[src/rtl/rng_hlth_pkg.sv]
package rng_hlth_pkg;

  // Strobes from the control unit to the datapath
  typedef struct packed {
    logic clear;     // start of a new block: wipe every count and result
    logic sample;    // bitIn is accepted this cycle
    logic last;      // the accepted bit is the final bit of the block
    logic evaluate;  // counts are final: latch the verdicts
  } ctrlStrobes_t;

  localparam int NUM_BUCKETS = 6;

  // Inclusive lower limit of a run-length tally; bucket 5 means length >= 6
  function automatic int runWinLo(int bucket);
    case (bucket)
      0:       return 2267;
      1:       return 1079;
      2:       return 502;
      3:       return 223;
      default: return 90;
    endcase
  endfunction

  // Inclusive upper limit of a run-length tally
  function automatic int runWinHi(int bucket);
    case (bucket)
      0:       return 2733;
      1:       return 1421;
      2:       return 748;
      3:       return 402;
      default: return 223;
    endcase
  endfunction

endpackage

[src/rtl/rng_hlth_ctrl.sv]
module rng_hlth_ctrl
  import rng_hlth_pkg::*;
#(
  parameter int BLOCK_BITS = 20000
) (
  input  logic         clk,
  input  logic         rst,
  input  logic         start,
  input  logic         bitValid,
  output ctrlStrobes_t strobes,
  output logic         busy,
  output logic         done
);

  localparam int CNT_W = $clog2(BLOCK_BITS);

  typedef enum logic [1:0] {
    ST_IDLE    = 2'd0,
    ST_COLLECT = 2'd1,
    ST_EVAL    = 2'd2
  } ctrlState_t;

  ctrlState_t       state;
  logic [CNT_W-1:0] bitCnt;
  logic             atLast;

  assign atLast           = (bitCnt == CNT_W'(BLOCK_BITS - 1));
  assign strobes.clear    = start;
  assign strobes.sample   = (state == ST_COLLECT) && bitValid && !start;
  assign strobes.last     = strobes.sample && atLast;
  assign strobes.evaluate = (state == ST_EVAL) && !start;
  assign busy             = (state != ST_IDLE);

  always_ff @(posedge clk) begin
    if (rst) begin
      state  <= ST_IDLE;
      bitCnt <= '0;
      done   <= 1'b0;
    end else begin
      done <= 1'b0;
      if (start) begin
        state  <= ST_COLLECT;
        bitCnt <= '0;
      end else begin
        case (state)
          ST_COLLECT: begin
            if (strobes.sample) begin
              if (atLast) state <= ST_EVAL;
              else        bitCnt <= bitCnt + 1'b1;
            end
          end
          ST_EVAL: begin
            state <= ST_IDLE;
            done  <= 1'b1;
          end
          default: state <= ST_IDLE;
        endcase
      end
    end
  end


  done_single_chk: assert property (@(posedge clk) disable iff (rst)
    done |=> !done);


  done_idle_chk: assert property (@(posedge clk) disable iff (rst)
    done |-> !busy);


  busy_fall_chk: assert property (@(posedge clk) disable iff (rst)
    $fell(busy) |-> done);


  bitcnt_range_chk: assert property (@(posedge clk) disable iff (rst)
    (state == ST_COLLECT) |-> (bitCnt < CNT_W'(BLOCK_BITS - 1)) || atLast);

endmodule

[src/rtl/rng_hlth_datapath.sv]
module rng_hlth_datapath
  import rng_hlth_pkg::*;
#(
  parameter int BLOCK_BITS = 20000,
  parameter int ONES_LO    = 9654,
  parameter int ONES_HI    = 10346,
  parameter int POKER_LO   = 25005150,
  parameter int POKER_HI   = 25287000,
  parameter int LONG_MAX   = 33
) (
  input  logic         clk,
  input  logic         rst,
  input  ctrlStrobes_t strobes,
  input  logic         bitIn,
  output logic         onesPass,
  output logic         pokerPass,
  output logic         runsPass,
  output logic         longRunPass,
  output logic         overallPass
);

  localparam int CNT_W   = $clog2(BLOCK_BITS + 1);
  localparam int SEG     = BLOCK_BITS / 4;
  localparam int SEG_W   = $clog2(SEG + 1);
  localparam int ACC_W   = 2 * SEG_W;
  localparam int SCALE_W = ACC_W + 4;
  localparam int RUN_W   = $clog2(LONG_MAX + 2);
  localparam int NTALLY  = 2 * NUM_BUCKETS;

  logic clear, sample, last, evaluate;
  assign clear    = strobes.clear;
  assign sample   = strobes.sample;
  assign last     = strobes.last;
  assign evaluate = strobes.evaluate;

  // ---------------- ones count ----------------
  logic [CNT_W-1:0] onesCnt;
  always_ff @(posedge clk) begin
    if (rst || clear)          onesCnt <= '0;
    else if (sample && bitIn)  onesCnt <= onesCnt + 1'b1;
  end

  // ---------------- poker ----------------
  logic [2:0]       nib;
  logic [1:0]       phase;
  logic             segDone;
  logic [3:0]       segVal;
  logic [SEG_W-1:0] pokerCnt [16];
  logic [SEG_W-1:0] segCntSel;
  logic [ACC_W-1:0] sqSum;

  assign segDone   = sample && (phase == 2'd3);
  assign segVal    = {nib, bitIn};
  assign segCntSel = pokerCnt[segVal];

  always_ff @(posedge clk) begin
    if (rst || clear) begin
      nib   <= '0;
      phase <= '0;
    end else if (sample) begin
      nib   <= {nib[1:0], bitIn};
      phase <= phase + 1'b1;
    end
  end

  for (genvar g = 0; g < 16; g++) begin : g_bin
    logic [SEG_W-1:0] binCnt;
    always_ff @(posedge clk) begin
      if (rst || clear)                       binCnt <= '0;
      else if (segDone && segVal == 4'(g))    binCnt <= binCnt + 1'b1;
    end
    assign pokerCnt[g] = binCnt;
  end

  // (f+1)^2 - f^2 = 2f + 1: square sum grows without a multiplier
  always_ff @(posedge clk) begin
    if (rst || clear) sqSum <= '0;
    else if (segDone) sqSum <= sqSum + ACC_W'({segCntSel, 1'b1});
  end

  // ---------------- runs ----------------
  logic             curBit;
  logic [RUN_W-1:0] runLen;
  logic             haveRun;
  logic             longHit;
  logic             sameBit;
  logic [RUN_W-1:0] lenInc, newLen;
  logic             closePrev, closeFinal;
  logic [2:0]       bktPrev, bktFinal;

  function automatic logic [2:0] bucketOf(logic [RUN_W-1:0] len);
    return (len >= RUN_W'(NUM_BUCKETS)) ? 3'(NUM_BUCKETS - 1) : 3'(len - 1'b1);
  endfunction

  assign sameBit    = haveRun && (bitIn == curBit);
  assign lenInc     = (runLen == {RUN_W{1'b1}}) ? runLen : runLen + 1'b1;
  assign newLen     = sameBit ? lenInc : RUN_W'(1);
  assign closePrev  = sample && haveRun && !sameBit;
  assign closeFinal = last;
  assign bktPrev    = bucketOf(runLen);
  assign bktFinal   = bucketOf(newLen);

  always_ff @(posedge clk) begin
    if (rst || clear) begin
      curBit  <= 1'b0;
      runLen  <= '0;
      haveRun <= 1'b0;
      longHit <= 1'b0;
    end else if (sample) begin
      curBit  <= bitIn;
      runLen  <= newLen;
      haveRun <= 1'b1;
      if (newLen > RUN_W'(LONG_MAX)) longHit <= 1'b1;
    end
  end

  logic [NTALLY-1:0] inWin;

  for (genvar c = 0; c < 2; c++) begin : g_color
    for (genvar b = 0; b < NUM_BUCKETS; b++) begin : g_bkt
      logic [CNT_W-1:0] tally;
      logic             hit;
      assign hit = (closePrev  && curBit == 1'(c) && bktPrev  == 3'(b)) ||
                   (closeFinal && bitIn  == 1'(c) && bktFinal == 3'(b));
      always_ff @(posedge clk) begin
        if (rst || clear) tally <= '0;
        else if (hit)     tally <= tally + 1'b1;
      end
      assign inWin[c*NUM_BUCKETS + b] = (tally >= CNT_W'(runWinLo(b))) &&
                                        (tally <= CNT_W'(runWinHi(b)));
    end
  end

  // ---------------- verdicts ----------------
  logic                onesOk, pokerOk, runsOk, longOk;
  logic [SCALE_W-1:0]  scaled;

  assign scaled  = {sqSum, 4'b0000};
  assign onesOk  = (onesCnt > CNT_W'(ONES_LO)) && (onesCnt < CNT_W'(ONES_HI));
  assign pokerOk = (scaled > SCALE_W'(POKER_LO)) && (scaled < SCALE_W'(POKER_HI));
  assign runsOk  = &inWin;
  assign longOk  = !longHit;

  always_ff @(posedge clk) begin
    if (rst || clear) begin
      onesPass    <= 1'b0;
      pokerPass   <= 1'b0;
      runsPass    <= 1'b0;
      longRunPass <= 1'b0;
      overallPass <= 1'b0;
    end else if (evaluate) begin
      onesPass    <= onesOk;
      pokerPass   <= pokerOk;
      runsPass    <= runsOk;
      longRunPass <= longOk;
      overallPass <= onesOk && pokerOk && runsOk && longOk;
    end
  end


  result_hold_chk: assert property (@(posedge clk) disable iff (rst)
    (!clear && !evaluate) |=> $stable({onesPass, pokerPass, runsPass, longRunPass, overallPass}));


  run_len_nonzero_chk: assert property (@(posedge clk) disable iff (rst)
    haveRun |-> (runLen != '0));


  long_sticky_chk: assert property (@(posedge clk) disable iff (rst)
    (longHit && !clear) |=> longHit);


  sq_grow_chk: assert property (@(posedge clk) disable iff (rst)
    (segDone && !clear) |=> (sqSum > $past(sqSum)));

endmodule

[src/rtl/rng_health_tester.sv]
module rng_health_tester
  import rng_hlth_pkg::*;
#(
  parameter int BLOCK_BITS = 20000,
  parameter int ONES_LO    = 9654,
  parameter int ONES_HI    = 10346,
  parameter int POKER_LO   = 25005150,
  parameter int POKER_HI   = 25287000,
  parameter int LONG_MAX   = 33
) (
  input  logic clk,
  input  logic rst,
  input  logic start,
  input  logic bitIn,
  input  logic bitValid,
  output logic busy,
  output logic done,
  output logic onesPass,
  output logic pokerPass,
  output logic runsPass,
  output logic longRunPass,
  output logic overallPass
);

  ctrlStrobes_t strobes;

  rng_hlth_ctrl #(
    .BLOCK_BITS(BLOCK_BITS)
  ) u_ctrl (
    .clk      (clk),
    .rst      (rst),
    .start    (start),
    .bitValid (bitValid),
    .strobes  (strobes),
    .busy     (busy),
    .done     (done)
  );

  rng_hlth_datapath #(
    .BLOCK_BITS(BLOCK_BITS),
    .ONES_LO   (ONES_LO),
    .ONES_HI   (ONES_HI),
    .POKER_LO  (POKER_LO),
    .POKER_HI  (POKER_HI),
    .LONG_MAX  (LONG_MAX)
  ) u_dp (
    .clk         (clk),
    .rst         (rst),
    .strobes     (strobes),
    .bitIn       (bitIn),
    .onesPass    (onesPass),
    .pokerPass   (pokerPass),
    .runsPass    (runsPass),
    .longRunPass (longRunPass),
    .overallPass (overallPass)
  );

endmodule

[config.mk]
export PLATFORM = sky130hd
export DESIGN_NAME = rng_health_tester
export DESIGN_NICKNAME = d
export VERILOG_FILES = /design/src/rtl/rng_hlth_pkg.sv /design/src/rtl/rng_hlth_ctrl.sv /design/src/rtl/rng_hlth_datapath.sv /design/src/rtl/rng_health_tester.sv
export SDC_FILE = /design/constraint.sdc
export NUM_CORES = 1
export LEC_CHECK = 0
export ABC_AREA = 1
export BUFFER_PORTS_ARGS = -buffer_cell sky130_fd_sc_hd__buf_2
export CORE_MARGIN = 5
export CORE_UTILIZATION = 33
export DETAILED_ROUTE_END_ITERATION = 10
export GPL_ROUTABILITY_DRIVEN = 0
export PLACE_DENSITY_LB_ADDON = 0.25
export SYNTH_ARGS = -nofsm -noshare
export SYNTH_HDL_FRONTEND = slang
export SYNTH_SLANG_ARGS = --single-unit
[constraint.sdc]
create_clock -name clk -period 5.4 [get_ports clk]
set_clock_uncertainty 0.05 [all_clocks]
set_input_delay 1.08 -clock clk [delete_from_list [all_inputs] [get_ports clk]]
set_output_delay 1.08 -clock clk [all_outputs]
set_load 0.01 [all_outputs]
==> summary.md, run 1 <==
| Metric | Value |
|---|---|
| Status | finished with violations |
| Violations in the final reports | slew limit |
| Syn avg cell area | 6.71 um2 |
| Yosys cell types | 54 |
| Largest net degree at the start of global routing | 232 |
| Later-pin clock latency in the skew report | 630 ps |
| Least-Margin Pin Slew | 1510 ps |
| Crit start category | primary input |
| CORE AREA | 0.0820 mm2 |
| Initial drt markers | 1,636 |
| Worst setup margin | approximately 1100 ps |
| Fillers | 8,757 |
| Area of the multi-input gates | 0.0156 mm2 |
| Reg power frac | between 40% and 50% |
| Num Clock Sinks | 465 |
| I/O pin cnt | 12 |
| CP Max Fanout | between 70 and 80 |
| Initial core utilization | around a third |
| Ant. Diodes | 0 |
| Met2 Usage GRT | 26.5% |
| Design area | 0.0302 mm2 |
| Most frequent cells after synthesis | 716 x nand2_1, 524 x a21oi_1, 481 x inv_1 |
| Die Wd | 298 um |
| R2r endpoint | u_dp.sqSum[20] |
| Setup-failing EPs final | 0 |
| Critical path class | primary input to flip-flop |
| Post-CTS sizing | 0 |
| Pint | 5880 uW |
| Top cell family by delay on the critical path | simple AND/OR/NAND/NOR gates |
| Worst path depth | 18 |
| Clock tree root buffer cell | clkbuf_16 |
| Met1 Use GR | 21.8% |
| R2r startpoint | u_dp.nib[0] |
| Clk slew on worst S/H paths | 60 ps |
| Psw | ~1800 uW |
| Syn_nets | about 4.1k |
| M3 GR Usage | under 10% |
| Top cell by count, worst path | nand2_1 |
| CTS Buf Count | 56 |
| Vias in the first global route | 23.3k |
| Yosys reg bits | 465 |
| Maximum vdd drop | about 0.00027 V |
| Leading cell type by number of instances after synthesis | nand2_1 |
| Crit-path max cell delay | around 540 ps |
| Top cell type's share of synthesized area | between 30% and 40% |
| Storage cell area | between 0.009 and 0.01 mm2 |
| Max Slew Vio Count | 29 |
| DP Area | 0.0283 mm2 |
| FP Rows | 105 |
| Vias per cell | ~5 |
| Layout area overhead | 10.8% |
| Sequential area share after synthesis | around a third |
| WP data arrival | 4790 ps |
| Max Cap Violations | 0 |
| Pwr Density | approximately 250 mW/mm2 |
| Hold Crit Class | flip-flop to flip-flop |
| Cts-stage hold buffer count | 0 |
| Netlist Area Pre-Place | 0.0273 mm2 |
| DR pass1 iterations | 5 |
| Clock buffer depth | 3 |
| Slew headroom | -0.524% |
| Total negative slack | 0 ps |
| Initial antenna violation count | 0 |
| P_leak | slightly below 0.01 uW |
| GRT Total Usage | 15.9% |
| RSZ-0062 raised after global routing | false |
| HPWL after DPL | approximately 53,000 um |
| Fin crit period | 4300 ps |
| Fmax achieved | between 0.2 and 0.25 GHz |
| Cell taking the most area after synthesis | dfxtp_1 |
| Crit path to | u_dp.sqSum[20] |
| Synthesized instance count | 4,065 |
| Setup crit end kind | flip-flop |
| Slowest cell on the critical path | or4_1 |
| Total gr overflow | 0 |
| WP buf/inv | 4 |
| Final period util | between 70 and 80% |
| First-pass GRT wire length | 120,000 um |
| Setup repair bufs after CTS | 0 |
| Grt peak-use layer | met2 |
| Post-synth EDFFs | 0 |
| Via count | 25.4k |
| Worst EP required | 5890 ps |
| Clock network power share | 51.9% |
| # H-tree levels | 2 |
| ANT nets after route | 0 |
| Share of layout cells above drive strength 1 | 7.30% |
| Register-to-Register Path Depth | 17 |
| Drt drc | 0 |
| CTS tree | done |
| Drt total wl | 73,500 um |
| Nets | 4,094 |
| Final hold viol count | 0 |
| Crit path cell chain | buf_4 > inv_2 > buf_12 > a21oi_1 > o21ai_0 > a21oi_1 > or4_1 > ha_1 > nand2_1 > o21ai_0 > a21oi_1 > o21ai_0 > buf_4 > nor3b_1 > nand2_1 > nand2_1 > nand2_1 > nor2_1 |
| CP startpoint | bitIn |
| Die Area | ~0.09 mm2 |
| Combinational Power Share | 3.1% |
| Asr flop ratio synth | 0% |
| Reg2reg setup slack | around 1300 ps |
| Die Y | 298 um |
| Synth Warn # | 0 |
| Switching share of power | 23.0% |
| Ys flop type | dfxtp_1 |
| Top post-synthesis cells by area | dfxtp_1 34%, nand2_1 9.8%, a21oi_1 9.6% |
| WL/cell | 14.3 um |
| Hold slack | 411 ps |
| I/O Buffers | 11 |
| Place WS | 586 ps |
-- power by group through the flow --
stage	logic (uW)	registers (uW)	clock network (uW)
after detailed placement	236	3510	0
after global placement	234	3510	0
after floorplan	172	3510	0
after global routing	263	3440	4230
final	238	3440	3970
after CTS	237	3440	4100
-- placed cells by master, fill, tap and decap left out, drive strengths merged, types with 4 or more instances in the layout --
master	count
a21oi	564
a31oi	5
buf	25
bufinv	7
clkbuf	75
clkinv	18
dfxtp	465
ha	66
inv	501
nand2	776
nand3	333
nand3b	4
nand4	65
nor2	403
nor3	161
nor3b	26
nor4	44
o21a	4
o21ai	314
o21bai	9
or2	4
or4	12
xnor2	38
xor2	128
-- cell families (layout without fill, tap and decap cells) --
| kind of cell | after synthesis | after routing | synth area share, % |
|---|---|---|---|
| xor gates and xnor gates | 166 | 166 | 5.40 |
| adders and majority gates | 67 | 67 | 3.10 |
| buffers and inverters | 627 | 629 | 8.91 |
| AOI/OAI and AO/OA | 908 | 908 | 17.5 |
| and+or+nand+nor | 1832 | 1832 | 31.0 |
| DFF | 465 | 465 | 34.1 |
-- flip-flops by register name, indices dropped and copies added, names as in the netlist --
register,cells
u_dp.g_bin.binCnt,208
u_dp.g_color.g_bkt.tally,180
u_dp.sqSum,26
u_ctrl.bitCnt,15
u_dp.onesCnt,15
u_dp.runLen,6
u_dp.nib,3
u_ctrl.state,2
u_dp.phase,2
u_ctrl.done,1
u_dp.haveRun,1
u_dp.longHit,1
u_dp.longRunPass,1
u_dp.onesPass,1
u_dp.overallPass,1
u_dp.pokerPass,1
u_dp.runsPass,1
-- through the flow --
stage,util (%),power [uW],cells
after detailed placement,34.5,3750,5034
final,36.9,7640,5137
after CTS,36.9,7770,5137
after floorplan,-,3680,4065
after global placement,34.5,3750,5034
after global routing,36.9,7930,5137
-- metal layers --
layer | routed length [um] | vias up
met5 | 0 | -
met4 | 1840 | 0
met3 | 3010 | 112
met2 | 33000 | 444
met1 | 35700 | 11451
li1 | - | 13408
-- final cells by class --
| type | count | area share (%) |
|---|---|---|
| Clock buffer | 75 | 5.20 |
| Clock inverter | 28 | 1.22 |
| Inverter | 501 | 6.25 |
| Multi-Input combinational cell | 2973 | 51.4 |
| Sequential cell | 465 | 30.8 |
| Tap cell | 1070 | 4.43 |
| Timing Repair Buffer | 25 | 0.662 |
-- worst min-delay path by stage --
stage,slack [ps],start,depth (start not counted),endpoint
CTS,410,u_dp.overallPass,2,u_dp.overallPass
floorplan,390,u_dp.longHit,2,u_dp.longHit
finish,410,u_dp.overallPass,2,u_dp.overallPass
global placement,400,u_dp.g_color[1].g_bkt[4].tally[14],2,u_dp.g_color[1].g_bkt[4].tally[14]
global route,430,u_dp.g_color[1].g_bkt[4].tally[13],2,u_dp.g_color[1].g_bkt[4].tally[13]
detailed placement,400,u_dp.overallPass,2,u_dp.overallPass
-- worst min-delay path, delay by kind of cell, from the launching register on --
family | cells | cell delay (ps)
AND/OR/NAND/NOR | 1 | 60
AO/OA/AOI/OAI | 1 | 50
flip-flops | 1 | 300
Power figures use the tool's default switching activity.
==> inputs of run 2 (changes only) <==
- ABC_AREA: 1 -> 0
- clock period: 5.4 -> 4.05 ns (I/O delays scaled with it)
==> run 2 against run 1 <==
Compared with the run above: the run now ends clean; non-clock buffer count grew 95; wire length shrank 12%; area after synthesis shrank 10%; clock power grew 28%; flip-flop and latch count is the same.
==> summary.md, run 2 <==
| Metric | Value |
|---|---|
| ANT nets after route | 0 |
| HPWL after DPL | ~47,000 um |
| DP Area | 0.0262 mm2 |
| WP data arrival | around 4300 ps |
| Design area | 0.0281 mm2 |
| Cts-stage hold buffer count | 0 |
| Pwr Density | 350 mW/mm2 |
| Total gr overflow | 0 |
| Most common cell after layout, fill and taps aside | dfxtp_1 |
| Yosys reg bits | roughly 470 |
| Fin crit period | about 3800 ps |
| I/O Buffers | 11 |
| Clock tree root buffer cell | clkbuf_16 |
| Post-synth EDFFs | 0 |
| Slew headroom | between 40 and 50% |
| Critical path class | primary input to flip-flop |
| Final period util | 94.8% |
| Clk slew on worst S/H paths | 60 ps |
| Initial core utilization | 33.1% |
| CORE AREA | about 0.074 mm2 |
| Ys flop type | dfxtp_1 |
| I/O pin cnt | 12 |
| Num Clock Sinks | 465 |
| Crit start category | primary input |
| Status | complete, no violations |
| Clock buffer depth | 3 |
| Vias in the first global route | ~20k |
| Setup-failing EPs final | 0 |
| Layout area overhead | 14.6% |
| # H-tree levels | 2 |
| Yosys cell types | 95 |
| RSZ-0062 raised after global routing | false |
| Vias per cell | between 5 and 6 |
| FP Rows | 100 |
| Via count | 21.1k |
| Slowest cell on the critical path | mux4_2 |
| Asr flop ratio synth | 0% |
| DR pass1 iterations | 5 |
| Netlist Area Pre-Place | 0.0245 mm2 |
| Drt total wl | about 65,000 um |
| Cell taking the most area after synthesis | dfxtp_1 |
| Synthesized instance count | about 2.8k |
| CP Max Fanout | 10 |
| Maximum vdd drop | 0.000304 V |
| WL/cell | 16.9 um |
| Final hold viol count | 0 |
| Least-Margin Pin Slew | 854 ps |
| Sequential area share after synthesis | 38.0% |
| Synth Warn # | 0 |
| Fmax achieved | 0.260 GHz |
| GRT Total Usage | 15.8% |
| P_leak | 0.00910 uW |
| Max Cap Violations | 0 |
| Nets | 2,914 |
| Worst EP required | 4510 ps |
| Post-synthesis adder-cell area fraction | 3.45% |
| Die Wd | 283 um |
| Die Area | 0.0799 mm2 |
| Top cell type's share of synthesized area | 38.0% |
| Complex-gate fraction of the synthesized area | 14.9% |
| Initial drt markers | 1,212 |
| Top cell by count, worst path | mux4_2 |
| Leading cell type by number of instances after synthesis | dfxtp_1 |
| Hold Crit Class | flip-flop to flip-flop |
| Crit path cell chain | buf_4 > buf_12 > mux4_2 > mux4_2 > ha_1 > a211oi_1 > o21bai_1 > o22ai_2 > o211ai_1 > a41oi_2 > buf_6 > or4_1 > a21oi_1 |
| Syn avg cell area | 8.79 um2 |
| First-pass GRT wire length | 104,000 um |
| Setup crit end kind | flip-flop |
| Final Util | 37.9% |
| CTS Buf Count | 54 |
| Syn_nets | 2,863 |
| Top post-synthesis cells by area | dfxtp_1 38%, mux4_2 6.0%, xor2_1 5.3% |
| CTS tree | done |
| Most frequent cells after synthesis | 465 x dfxtp_1, 318 x nor2_1, 279 x nand2_1 |
| Synth Area in Simple Gates | 25.1% |
| Drt drc | 0 |
| Mux share of post-synthesis cell area | 7.60% |
| Initial antenna violation count | 5 |
| Top Registers | u_dp.g_bin.binCnt x208, u_dp.g_color.g_bkt.tally x180, u_dp.sqSum x26 |
| Later-pin clock latency in the skew report | a little over 600 ps |
| Largest family of logic cells by synthesized area | simple AND/OR/NAND/NOR gates |
| Max FFs per register | 208 |
| Crit-path max cell delay | a little over 500 ps |
| Share of layout cells above drive strength 1 | 11.6% |
| Largest net degree at the start of global routing | 157 |
| Max Slew Vio Count | 0 |
| Die Y | 283 um |
| Commonest non-fill, non-tap cells in the layout | 463 x dfxtp_1, 317 x nor2_1, 279 x nand2_1, 175 x a21oi_1, 147 x xor2_1 |
| Xor/xnor share of the synthesized area | 7.76% |
| Reg with most FFs | u_dp.g_bin.binCnt |
## run 2: cell count changes after synthesis, sizes merged, moves of 127 or more
cell,before,now
nand3,333,94
inv,499,77
o21ai,314,112
nand2,776,279
or3,0,127
a21oi,564,178
## run 2: final timing paths
check	slack (ps)	to	cells past startpoint	startpoint
setup / recovery	210	u_dp.sqSum[17]	13	bitIn
hold / removal	390	u_dp.runsPass	2	u_dp.runsPass
setup reg to reg	260	u_dp.sqSum[17]	12	u_dp.nib[0]
hold reg to reg	390	u_dp.runsPass	2	u_dp.runsPass
## run 2: layout make-up
class / count / area (um2)
flip-flops and latches: 465 / 9310
clock inverters: 24 / 300
clock buffers: 75 / 1550
multi-input cells: 2124 / 14500
fillers: 7459 / 46000
repair buffers: 120 / 975
diodes: 1 / 2.50
inverters: 77 / 289
well taps: 969 / 1210
## run 2: timing repair
action	CTS	global route
setup buffers	0	2
resized for setup	0	10
setup endpoints to repair	0	91
## run 2: layer usage
layer,part of all wire [%],track usage [%],routed length (um)
met3,4.3,2.69,2780
met5,0.042,0,27
met4,4.2,6.77,2730
met1,44,20.2,28900
met2,47,26.4,30500
## run 2: kinds of logic after synthesis
logic type,count (synthesis)
compound gates,537
xor+xnor,215
fa+ha+maj,67
buf+inv,202
flops,465
mux,105
simple gates,1200
## run 2: through the flow
stage	worst slack, ps	total power [uW]	TNS (ps)	hold WS, ps	cells
floorplan	49.9	4820	0	377	2791
global placement	-288	4880	-10720	381	3753
detailed placement	-369	4880	-26830	380	3753
CTS	38.8	9990	0	389	3852
global route	7.14	10200	0	406	3854
finish	209	9840	0	386	3855
## run 2: worst max-delay path, delay by kind of cell
kind | cells | cell delay (ps)
compound gates | 6 | 1170
fa+ha+maj | 1 | 320
buf+inv | 3 | 480
mux | 2 | 1020
simple gates | 1 | 500
## run 2: report_power, final
| part | internal (uW) | switching, uW |
|---|---|---|
| Clock | 3050 | 2010 |
| Combinational | 54.4 | 146 |
| Sequential | 4580 | 3.46 |
